$ cat config.mk
export PLATFORM = sky130hd
export DESIGN_NAME = fp_halfconv
export DESIGN_NICKNAME = d
export VERILOG_FILES = /design/src/rtl/fpc_pkg.sv /design/src/rtl/fpc_round.sv /design/src/rtl/fpc_narrow.sv /design/src/rtl/fpc_widen.sv /design/src/rtl/fp_halfconv.sv
export SDC_FILE = /design/constraint.sdc
export NUM_CORES = 1
export LEC_CHECK = 0
export ABC_AREA = 0
export CAP_MARGIN = 10
export CORE_MARGIN = 2
export CORE_UTILIZATION = 30
export CTS_CLUSTER_SIZE = 8
export DETAILED_ROUTE_END_ITERATION = 6
export GPL_TIMING_DRIVEN = 0
export PLACE_DENSITY = 0.62
export SYNTH_ARGS = -nofsm -noshare
export SYNTH_HDL_FRONTEND = slang
export SYNTH_SLANG_ARGS = --single-unit
$ cat constraint.sdc
create_clock -name clk -period 7.32 [get_ports clk]
set_clock_uncertainty 0.15 [all_clocks]
set_input_delay 1.464 -clock clk [delete_from_list [all_inputs] [get_ports clk]]
set_output_delay 1.464 -clock clk [all_outputs]
set_load 0.01 [all_outputs]
$ cat src/rtl/fpc_pkg.sv
// Package: shared format constants, rounding-mode encoding and the flag
// record used by the float format converter. Assumes IEEE single and a
// 16-bit half with 5-bit exponent.
package fpc_pkg;

    localparam int SGL_W    = 32;
    localparam int SGL_EW   = 8;
    localparam int SGL_FW   = 23;
    localparam int SGL_BIAS = 127;
    localparam int HLF_W    = 16;
    localparam int HLF_EW   = 5;
    localparam int HLF_FW   = 10;
    localparam int HLF_BIAS = 15;
    localparam int FLAG_W   = 6;

    // Derived widths
    localparam int SGL_MW   = SGL_FW + 1;          // mantissa with hidden bit
    localparam int NARROW_SH = SGL_FW - HLF_FW;    // 13: shift for a normal result

    localparam logic [SGL_W-1:0] SGL_DNAN = 32'h7FC0_0000;
    localparam logic [HLF_W-1:0] HLF_DNAN = 16'h7E00;

    typedef enum logic [1:0] {
        RM_NEAR = 2'b00,
        RM_UP   = 2'b01,
        RM_DOWN = 2'b10,
        RM_ZERO = 2'b11
    } rmode_e;

    // First member is the most significant bit: invalid = bit 5
    typedef struct packed {
        logic invalid;
        logic overflow;
        logic underflow;
        logic inexact;
        logic in_flush;
        logic out_flush;
    } fpc_flags_t;

endpackage

$ cat src/rtl/fpc_round.sv
// Module: align-and-round unit. Shifts a mantissa right by shamt, adds the
// exponent base scaled to the fraction position, then applies the rounding
// increment. A carry out of the fraction field lands in the exponent field.
// Assumes shamt never exceeds MANT_W + 1.
module fpc_round
    import fpc_pkg::*;
#(
    parameter int MANT_W = 24,
    parameter int SH_W   = 5,
    parameter int EB_W   = 5,
    parameter int FRAC_W = 10,
    parameter int OUT_W  = 16
) (
    input  logic              sign,
    input  rmode_e            rmode,
    input  logic [MANT_W-1:0] mant,
    input  logic [SH_W-1:0]   shamt,
    input  logic [EB_W-1:0]   ebase,
    output logic [OUT_W-1:0]  sum,
    output logic              lost
);
    localparam int EXT_W = 2 * MANT_W + 1;

    logic [EXT_W-1:0]  ext;
    logic [MANT_W-1:0] keep;
    logic              guard;
    logic              sticky;
    logic              inc;

    // Align: kept bits on top, guard bit next, sticky bits below
    always_comb ext = {mant, {(MANT_W + 1){1'b0}}} >> shamt;

    assign keep   = ext[EXT_W-1 -: MANT_W];
    assign guard  = ext[MANT_W];
    assign sticky = |ext[MANT_W-1:0];
    assign lost   = guard | sticky;

    // Decide the rounding increment from the mode
    always_comb begin
        case (rmode)
            RM_NEAR: inc = guard & (sticky | keep[0]);
            RM_UP:   inc = ~sign & (guard | sticky);
            RM_DOWN: inc = sign & (guard | sticky);
            default: inc = 1'b0;
        endcase
    end

    // Compose exponent base and kept mantissa, then round
    always_comb sum = OUT_W'({ebase, {FRAC_W{1'b0}}}) + OUT_W'(keep) + OUT_W'(inc);

endmodule

$ cat src/rtl/fpc_narrow.sv
// Module: combinational single-to-half narrowing. Handles NaN, infinity,
// zero, flushing, overflow and tiny results for both half layouts.
// Tininess is judged before rounding.
module fpc_narrow
    import fpc_pkg::*;
(
    input  logic [SGL_W-1:0] op,
    input  rmode_e           rmode,
    input  logic             alt,
    input  logic             ftz,
    input  logic             dnan,
    output logic [HLF_W-1:0] res,
    output fpc_flags_t       flg
);
    localparam int EMIN_H = 1 - HLF_BIAS;               // -14
    localparam int EMAX_I = (1 << HLF_EW) - 2 - HLF_BIAS;  // 15
    localparam int EMAX_A = EMAX_I + 1;                 // 16
    localparam int SH_CAP = SGL_MW + 1;                 // 25
    localparam logic [HLF_W-2:0] MAG_INF  = 15'h7C00;
    localparam logic [HLF_W-2:0] MAG_IMAX = 15'h7BFF;
    localparam logic [HLF_W-2:0] MAG_AMAX = 15'h7FFF;

    logic              s;
    logic [SGL_EW-1:0] e8;
    logic [SGL_FW-1:0] f23;
    logic              is_emax;
    logic              is_emin;
    logic              fnz;
    logic signed [9:0] e_unb;
    logic signed [9:0] neg_m1;
    logic              tiny;
    logic              pre_ovf;
    logic              post_ovf;
    logic              to_inf;
    logic [4:0]        shamt;
    logic [4:0]        ebase;
    logic [SGL_MW-1:0] mant;
    logic [HLF_W-1:0]  sum;
    logic              lost;

    assign s       = op[SGL_W-1];
    assign e8      = op[SGL_W-2 -: SGL_EW];
    assign f23     = op[SGL_FW-1:0];
    assign is_emax = &e8;
    assign is_emin = ~|e8;
    assign fnz     = |f23;
    assign mant    = {~is_emin, f23};

    // Unbiased exponent; subnormal inputs sit at the minimum exponent
    always_comb begin
        e_unb  = is_emin ? -10'sd126 : ($signed({2'b00, e8}) - 10'sd127);
        neg_m1 = -e_unb - 10'sd1;
    end

    // Range classification before rounding
    always_comb begin
        tiny    = e_unb < 10'(EMIN_H);
        pre_ovf = alt ? (e_unb > 10'(EMAX_A)) : (e_unb > 10'(EMAX_I));
    end

    // Alignment amount and exponent base for the rounder
    always_comb begin
        if (tiny) begin
            shamt = (neg_m1 > 10'(SH_CAP)) ? 5'(SH_CAP) : 5'(neg_m1);
            ebase = '0;
        end else begin
            shamt = 5'(NARROW_SH);
            ebase = 5'(e_unb - 10'(EMIN_H));
        end
    end

    fpc_round #(
        .MANT_W (SGL_MW),
        .SH_W   (5),
        .EB_W   (5),
        .FRAC_W (HLF_FW),
        .OUT_W  (HLF_W)
    ) u_round (
        .sign  (s),
        .rmode (rmode),
        .mant  (mant),
        .shamt (shamt),
        .ebase (ebase),
        .sum   (sum),
        .lost  (lost)
    );

    // Overflow caused by the rounding carry, and its direction
    always_comb begin
        post_ovf = alt ? sum[HLF_W-1] : (sum >= {1'b0, MAG_INF});
        to_inf   = (rmode == RM_NEAR) || (rmode == RM_UP && !s) || (rmode == RM_DOWN && s);
    end

    // Select the encoded result and its flags
    always_comb begin
        res = '0;
        flg = '0;
        if (is_emax && fnz) begin
            flg.invalid = alt | ~f23[SGL_FW-1];
            if (alt)       res = '0;
            else if (dnan) res = HLF_DNAN;
            else           res = {s, 5'h1F, 1'b1, f23[SGL_FW-2 -: HLF_FW-1]};
        end else if (is_emax) begin
            if (alt) begin
                res         = {s, MAG_AMAX};
                flg.invalid = 1'b1;
            end else begin
                res = {s, MAG_INF};
            end
        end else if (is_emin && !fnz) begin
            res = {s, 15'h0};
        end else if (is_emin && ftz) begin
            res          = {s, 15'h0};
            flg.in_flush = 1'b1;
        end else if (pre_ovf || post_ovf) begin
            if (alt) begin
                res         = {s, MAG_AMAX};
                flg.invalid = 1'b1;
            end else begin
                res          = {s, to_inf ? MAG_INF : MAG_IMAX};
                flg.overflow = 1'b1;
                flg.inexact  = 1'b1;
            end
        end else if (tiny && ftz) begin
            res           = {s, 15'h0};
            flg.out_flush = 1'b1;
            flg.underflow = 1'b1;
        end else if (tiny && alt) begin
            res           = {s, 15'h0};
            flg.underflow = 1'b1;
            flg.inexact   = 1'b1;
        end else begin
            res           = {s, sum[HLF_W-2:0]};
            flg.inexact   = lost;
            flg.underflow = tiny & lost;
        end
    end

endmodule

$ cat src/rtl/fpc_widen.sv
// Module: combinational half-to-single widening. Always exact. Normalises
// IEEE half subnormals with a leading-one search. In the alternative layout
// exponent code 31 is an ordinary normal and code 0 is a signed zero.
module fpc_widen
    import fpc_pkg::*;
(
    input  logic [HLF_W-1:0] op,
    input  logic             alt,
    input  logic             ftz,
    input  logic             dnan,
    output logic [SGL_W-1:0] res,
    output fpc_flags_t       flg
);
    localparam int EXP_SHIFT = SGL_BIAS - HLF_BIAS;          // 112
    localparam int DN_EXP0   = SGL_BIAS - HLF_BIAS - HLF_FW + 1;  // 103

    logic              s;
    logic [HLF_EW-1:0] e5;
    logic [HLF_FW-1:0] f10;
    logic [3:0]        lead;
    logic [SGL_FW-1:0] dn_frac;
    logic [SGL_EW-1:0] dn_exp;
    logic [SGL_EW-1:0] nrm_exp;

    assign s   = op[HLF_W-1];
    assign e5  = op[HLF_W-2 -: HLF_EW];
    assign f10 = op[HLF_FW-1:0];

    // Position of the highest set fraction bit
    always_comb begin
        lead = '0;
        for (int i = 0; i < HLF_FW; i++) begin
            if (f10[i]) lead = 4'(i);
        end
    end

    // Normalised subnormal fields and the rebiased normal exponent
    always_comb begin
        dn_frac = {{(SGL_FW - HLF_FW){1'b0}}, f10} << (5'(SGL_FW) - 5'(lead));
        dn_exp  = 8'(lead) + 8'(DN_EXP0);
        nrm_exp = {3'b000, e5} + 8'(EXP_SHIFT);
    end

    // Select the encoded result and its flags
    always_comb begin
        res = '0;
        flg = '0;
        if (alt) begin
            if (e5 == '0) res = {s, 31'h0};
            else          res = {s, nrm_exp, f10, 13'h0};
        end else if (&e5) begin
            if (f10 == '0) begin
                res = {s, 8'hFF, 23'h0};
            end else begin
                flg.invalid = ~f10[HLF_FW-1];
                res = dnan ? SGL_DNAN : {s, 8'hFF, 1'b1, f10[HLF_FW-2:0], 13'h0};
            end
        end else if (e5 == '0) begin
            if (f10 == '0) begin
                res = {s, 31'h0};
            end else if (ftz) begin
                res          = {s, 31'h0};
                flg.in_flush = 1'b1;
            end else begin
                res = {s, dn_exp, dn_frac};
            end
        end else begin
            res = {s, nrm_exp, f10, 13'h0};
        end
    end

endmodule

$ cat src/rtl/fp_halfconv.sv
// Module: top of the single/half float converter. Selects the narrowing or
// widening datapath with dir, registers the result and its flags once, and
// keeps sticky flags until reset. Synchronous active-low reset.
module fp_halfconv
    import fpc_pkg::*;
(
    input  logic              clk,
    input  logic              rst_n,
    input  logic              in_valid,
    input  logic              dir,
    input  logic [SGL_W-1:0]  operand,
    input  logic [1:0]        rmode,
    input  logic              alt_half,
    input  logic              ftz,
    input  logic              dnan,
    output logic              out_valid,
    output logic [SGL_W-1:0]  result,
    output logic [FLAG_W-1:0] res_flags,
    output logic [FLAG_W-1:0] sticky_flags
);
    logic [HLF_W-1:0]  n_res;
    fpc_flags_t        n_flg;
    logic [SGL_W-1:0]  w_res;
    fpc_flags_t        w_flg;
    logic [SGL_W-1:0]  nxt_res;
    logic [FLAG_W-1:0] nxt_flg;

    fpc_narrow u_narrow (
        .op    (operand),
        .rmode (rmode_e'(rmode)),
        .alt   (alt_half),
        .ftz   (ftz),
        .dnan  (dnan),
        .res   (n_res),
        .flg   (n_flg)
    );

    fpc_widen u_widen (
        .op   (operand[HLF_W-1:0]),
        .alt  (alt_half),
        .ftz  (ftz),
        .dnan (dnan),
        .res  (w_res),
        .flg  (w_flg)
    );

    // Pick the datapath for the requested direction
    always_comb begin
        if (dir) begin
            nxt_res = w_res;
            nxt_flg = w_flg;
        end else begin
            nxt_res = {{(SGL_W - HLF_W){1'b0}}, n_res};
            nxt_flg = n_flg;
        end
    end

    // Output stage: one-clock latency plus sticky flag accumulation
    always_ff @(posedge clk) begin
        if (!rst_n) begin
            out_valid    <= 1'b0;
            result       <= '0;
            res_flags    <= '0;
            sticky_flags <= '0;
        end else begin
            out_valid <= in_valid;
            if (in_valid) begin
                result       <= nxt_res;
                res_flags    <= nxt_flg;
                sticky_flags <= sticky_flags | nxt_flg;
            end
        end
    end

endmodule

==> reports/qor.yml <==
run_status:
  status: "complete, no violations"
die:
  core_area_um2: 18600
  initial_core_util: 0.303
  die_area_um2: 19900
  die-width_um: 141
  num_rows: 50
  vertical_die_dimension_um: 141
  design.portCount: 86
timing:
  finalWorstPathRequiredPeriod_ps: 7030
  worst_slew_pin_slew_ps: 915
  remaining_max_slew_budget_at_the_tightest_pin: 0.390
  share_of_the_cycle_needed_by_the_critical_path_after_routing: 0.960
  fmax_ghz: 0.142
  setup_violations: 0
  hold_viol: 0
  maxSlewViolCount: 0
  worst_hold_slack_ps: 313
setup_path:
  crit_path_category: "in -> reg"
  rr_worst_depth: 3
  critPathRequiredTime_ps: 7310
  arrival_ps: 7020
  cp_slowest_stage_delay_ps: 390
  setup.worst_path.start_class: "input port"
  critical-path-slowest-cell: "sky130_fd_sc_hd__a211oi_4"
  critPathCaptureType: "register"
  worstPathMaxFanout: 10
yosys:
  portion_of_the_post_synthesis_area_used_by_sequential_elements: 0.156
  synth.distinct_cells: 92
  syn_inst: 805
  postSynth.asyncResetShare: 0
  mappedNetlistArea_um2: 5640
  synth_seq_cells: 44
  syn_area_per_cell_um2: 7.00
  yosys_warnings: 0
  synth_edf_count: 0
  most_frequently_used_flop_master_after_synthesis: "sky130_fd_sc_hd__dfxtp_1"
cts:
  clock_sinks: 44
  cts_root_buf: "sky130_fd_sc_hd__clkbuf_16"
  cts_made_buffers: 5
  cts.htree.levels: 2
  tritoncts: "yes"
  ctsLongestPathBuffers: 2
  clk_latency_ps: 290
  cts.clk_slew.worst_paths_ps: 60
pwr:
  power.density_cell_area_nw_per_um2: 125
  p_total_w: 0.000964
  irDropWorstVdd_uv: 99.0
  cellLeakagePower_nw: 2.85
finish:
  layout-drive-gt1-share: 0.181
  multi_input_area_um2: 4790
  syn2layout_area_growth_pct: 37.1
  nNetsFinal: 992
  ff_latch_area_um2: 881
  post-route-cell-area_um2: 7730
  antenna-diode-count: 0
  filler_instances: 1903
  fin_util: 0.416
  finish.cell_count_without_fillers: 1170
route:
  postRouteWirelength_um: 23400
  via_count: 7130
  pre_antenna_drt_iters: 5
  antenna_violating_nets_post_route: 0
  detail_route.drc_violations: 0
  drt_first_iter_violations: 606
  detail_route.vias_per_cell: 6.09
  routed_wire_length_per_instance_um: 20.0
grt:
  grt_util_met1: 0.305
  grt_pass1_wl_um: 35900
  grt_use_met3: 0.0289
  gr-usage-all-layers: 0.222
  overflow: 0
  grt_max_degree: 13
  antenna_found_initial: 0
  top_usage_layer: "met2"
  groute.layer.met2.usage: 0.365
  grt_pass1_vias: 6690
hold_path:
  worstHoldPathCells: 1
  hold_path.class: "reg -> reg"
place:
  cell_count_after_placement: 1119
  gp_routability_congestion: 0.964
  port_buffers: 76
  place_hpwl_um: 17300
  placed_area_um2: 6710
flow_run:
  drv_cap: 0
-- state kept, by name (all words and copies together) (netlist names) --
name          count
out_valid         1
result           31
res_flags         6
sticky_flags      6
-- stage by stage --
stage	setup WS (ps)	setup TNS, ps
floorplan	197	0
global placement	-1990	-47880
detailed placement	-2050	-48830
CTS	28.1	0
global route	-48.8	-131
finish	290	0
-- layout by cell type (no fill, tap or decap), drive strengths merged, types with 4 or more instances in the layout --
cell type and instances:
nor2 89, a21oi 83, clkdlybuf4s50 71, buf 70, nand2 67, clkbuf 50
dfxtp 44, o21ai 39, inv 29, nor3 28, mux2i 23, nand3 23
a22oi 21, o22ai 19, a31oi 18, nor4 18, ha 16, o31ai 15
nor2b 14, nand4 11, xnor2 11, xor2 10, a211oi 10, a21o 9
o21a 9, o211ai 9, and2 8, a32oi 7, mux2 6, a221oi 6
a41oi 6, nand2b 5, and3 5, or4 5, o311ai 5, a211o 4
nand4b 4, conb 4, or3 4
-- cell families after synthesis --
| group | share of synthesized area |
|---|---|
| compound gates | 0.363 |
| xor+xnor | 0.0380 |
| fa+ha+maj | 0.0355 |
| buf+inv | 0.0759 |
| flops | 0.156 |
| mux | 0.0648 |
| other cells | 0.000665 |
| simple gates | 0.266 |
-- worst max-delay path, delay by kind of cell --
kind	cells	cell delay, ps
AO/OA/AOI/OAI	10	2110
adder cells (fa/ha/maj)	3	680
multiplexers	2	600
AND/OR/NAND/NOR	7	1190
buffers and inverters	6	800
XOR/XNOR	1	150
-- report_power, final --
group,internal [W],switching (W),leakage (nW)
combinational,0.000195,0.000282,2.42
clock,0.000136,0.0000904,0.0712
sequential,0.000252,0.00000829,0.359
-- final timing paths --
| check | start | to | slack, ps |
|---|---|---|---|
| min | sticky_flags[4] | sticky_flags[4] | 310 |
| max reg2reg | result[3] | result[3] | 6170 |
| min reg2reg | sticky_flags[4] | sticky_flags[4] | 310 |
| max | operand[23] | result[10] | 290 |
-- cell usage after synthesis (5+ instances only) --
library cell / instances / share of area
sky130_fd_sc_hd__xnor2_1: 8 / 0.012
sky130_fd_sc_hd__o22ai_1: 19 / 0.021
sky130_fd_sc_hd__mux2i_1: 23 / 0.041
sky130_fd_sc_hd__a22oi_1: 20 / 0.027
sky130_fd_sc_hd__inv_1: 28 / 0.019
sky130_fd_sc_hd__nor2_1: 89 / 0.059
sky130_fd_sc_hd__a211oi_1: 8 / 0.011
sky130_fd_sc_hd__nand4_1: 11 / 0.012
sky130_fd_sc_hd__nand2_1: 67 / 0.045
sky130_fd_sc_hd__o21a_1: 9 / 0.012
sky130_fd_sc_hd__dfxtp_1: 44 / 0.16
sky130_fd_sc_hd__o21ai_0: 35 / 0.031
sky130_fd_sc_hd__buf_2: 9 / 0.0080
sky130_fd_sc_hd__and2_1: 8 / 0.0089
sky130_fd_sc_hd__nand3_1: 20 / 0.018
sky130_fd_sc_hd__o31ai_1: 13 / 0.017
sky130_fd_sc_hd__a221oi_1: 6 / 0.0093
sky130_fd_sc_hd__nor3_1: 24 / 0.021
sky130_fd_sc_hd__nor2b_1: 14 / 0.016
sky130_fd_sc_hd__ha_1: 16 / 0.036
sky130_fd_sc_hd__a31oi_1: 17 / 0.019
sky130_fd_sc_hd__mux2_2: 6 / 0.012
sky130_fd_sc_hd__a32oi_1: 7 / 0.011
sky130_fd_sc_hd__nor4_1: 17 / 0.019
sky130_fd_sc_hd__a21o_1: 9 / 0.012
sky130_fd_sc_hd__a41oi_1: 5 / 0.0078
sky130_fd_sc_hd__a21oi_1: 83 / 0.074
sky130_fd_sc_hd__xor2_1: 9 / 0.014
sky130_fd_sc_hd__clkbuf_1: 45 / 0.030
sky130_fd_sc_hd__nand2b_1: 5 / 0.0056
sky130_fd_sc_hd__o211ai_1: 8 / 0.011
sky130_fd_sc_hd__and3_1: 5 / 0.0056
sky130_fd_sc_hd__buf_4: 5 / 0.0067
-- what timing repair did --
action                                  4_1_cts  5_1_grt
hold buffers                                  0        0
gates cloned                                  1        1
resized for setup                            53       74
endpoints found under the setup margin       25       25
pin swaps                                    17       25
endpoints found under the hold margin         0        0
setup buffers                                25       19
-- metal layers --
metal | wire [um] | share of wire
met4 | 608 | 0.026
met1 | 10300 | 0.44
met2 | 11000 | 0.47
met5 | 0 | 0
met3 | 1570 | 0.067
-- cell type report --
| type | instances | share of cell area |
|---|---|---|
| Multi-Input combinational cell | 667 | 0.620 |
| Timing Repair Buffer | 123 | 0.145 |
| Sequential cell | 44 | 0.114 |
| Buffer | 63 | 0.0473 |
| Tap cell | 234 | 0.0379 |
| Clock buffer | 8 | 0.0189 |
| Inverter | 31 | 0.0165 |
(Power assumes the default switching activity.)
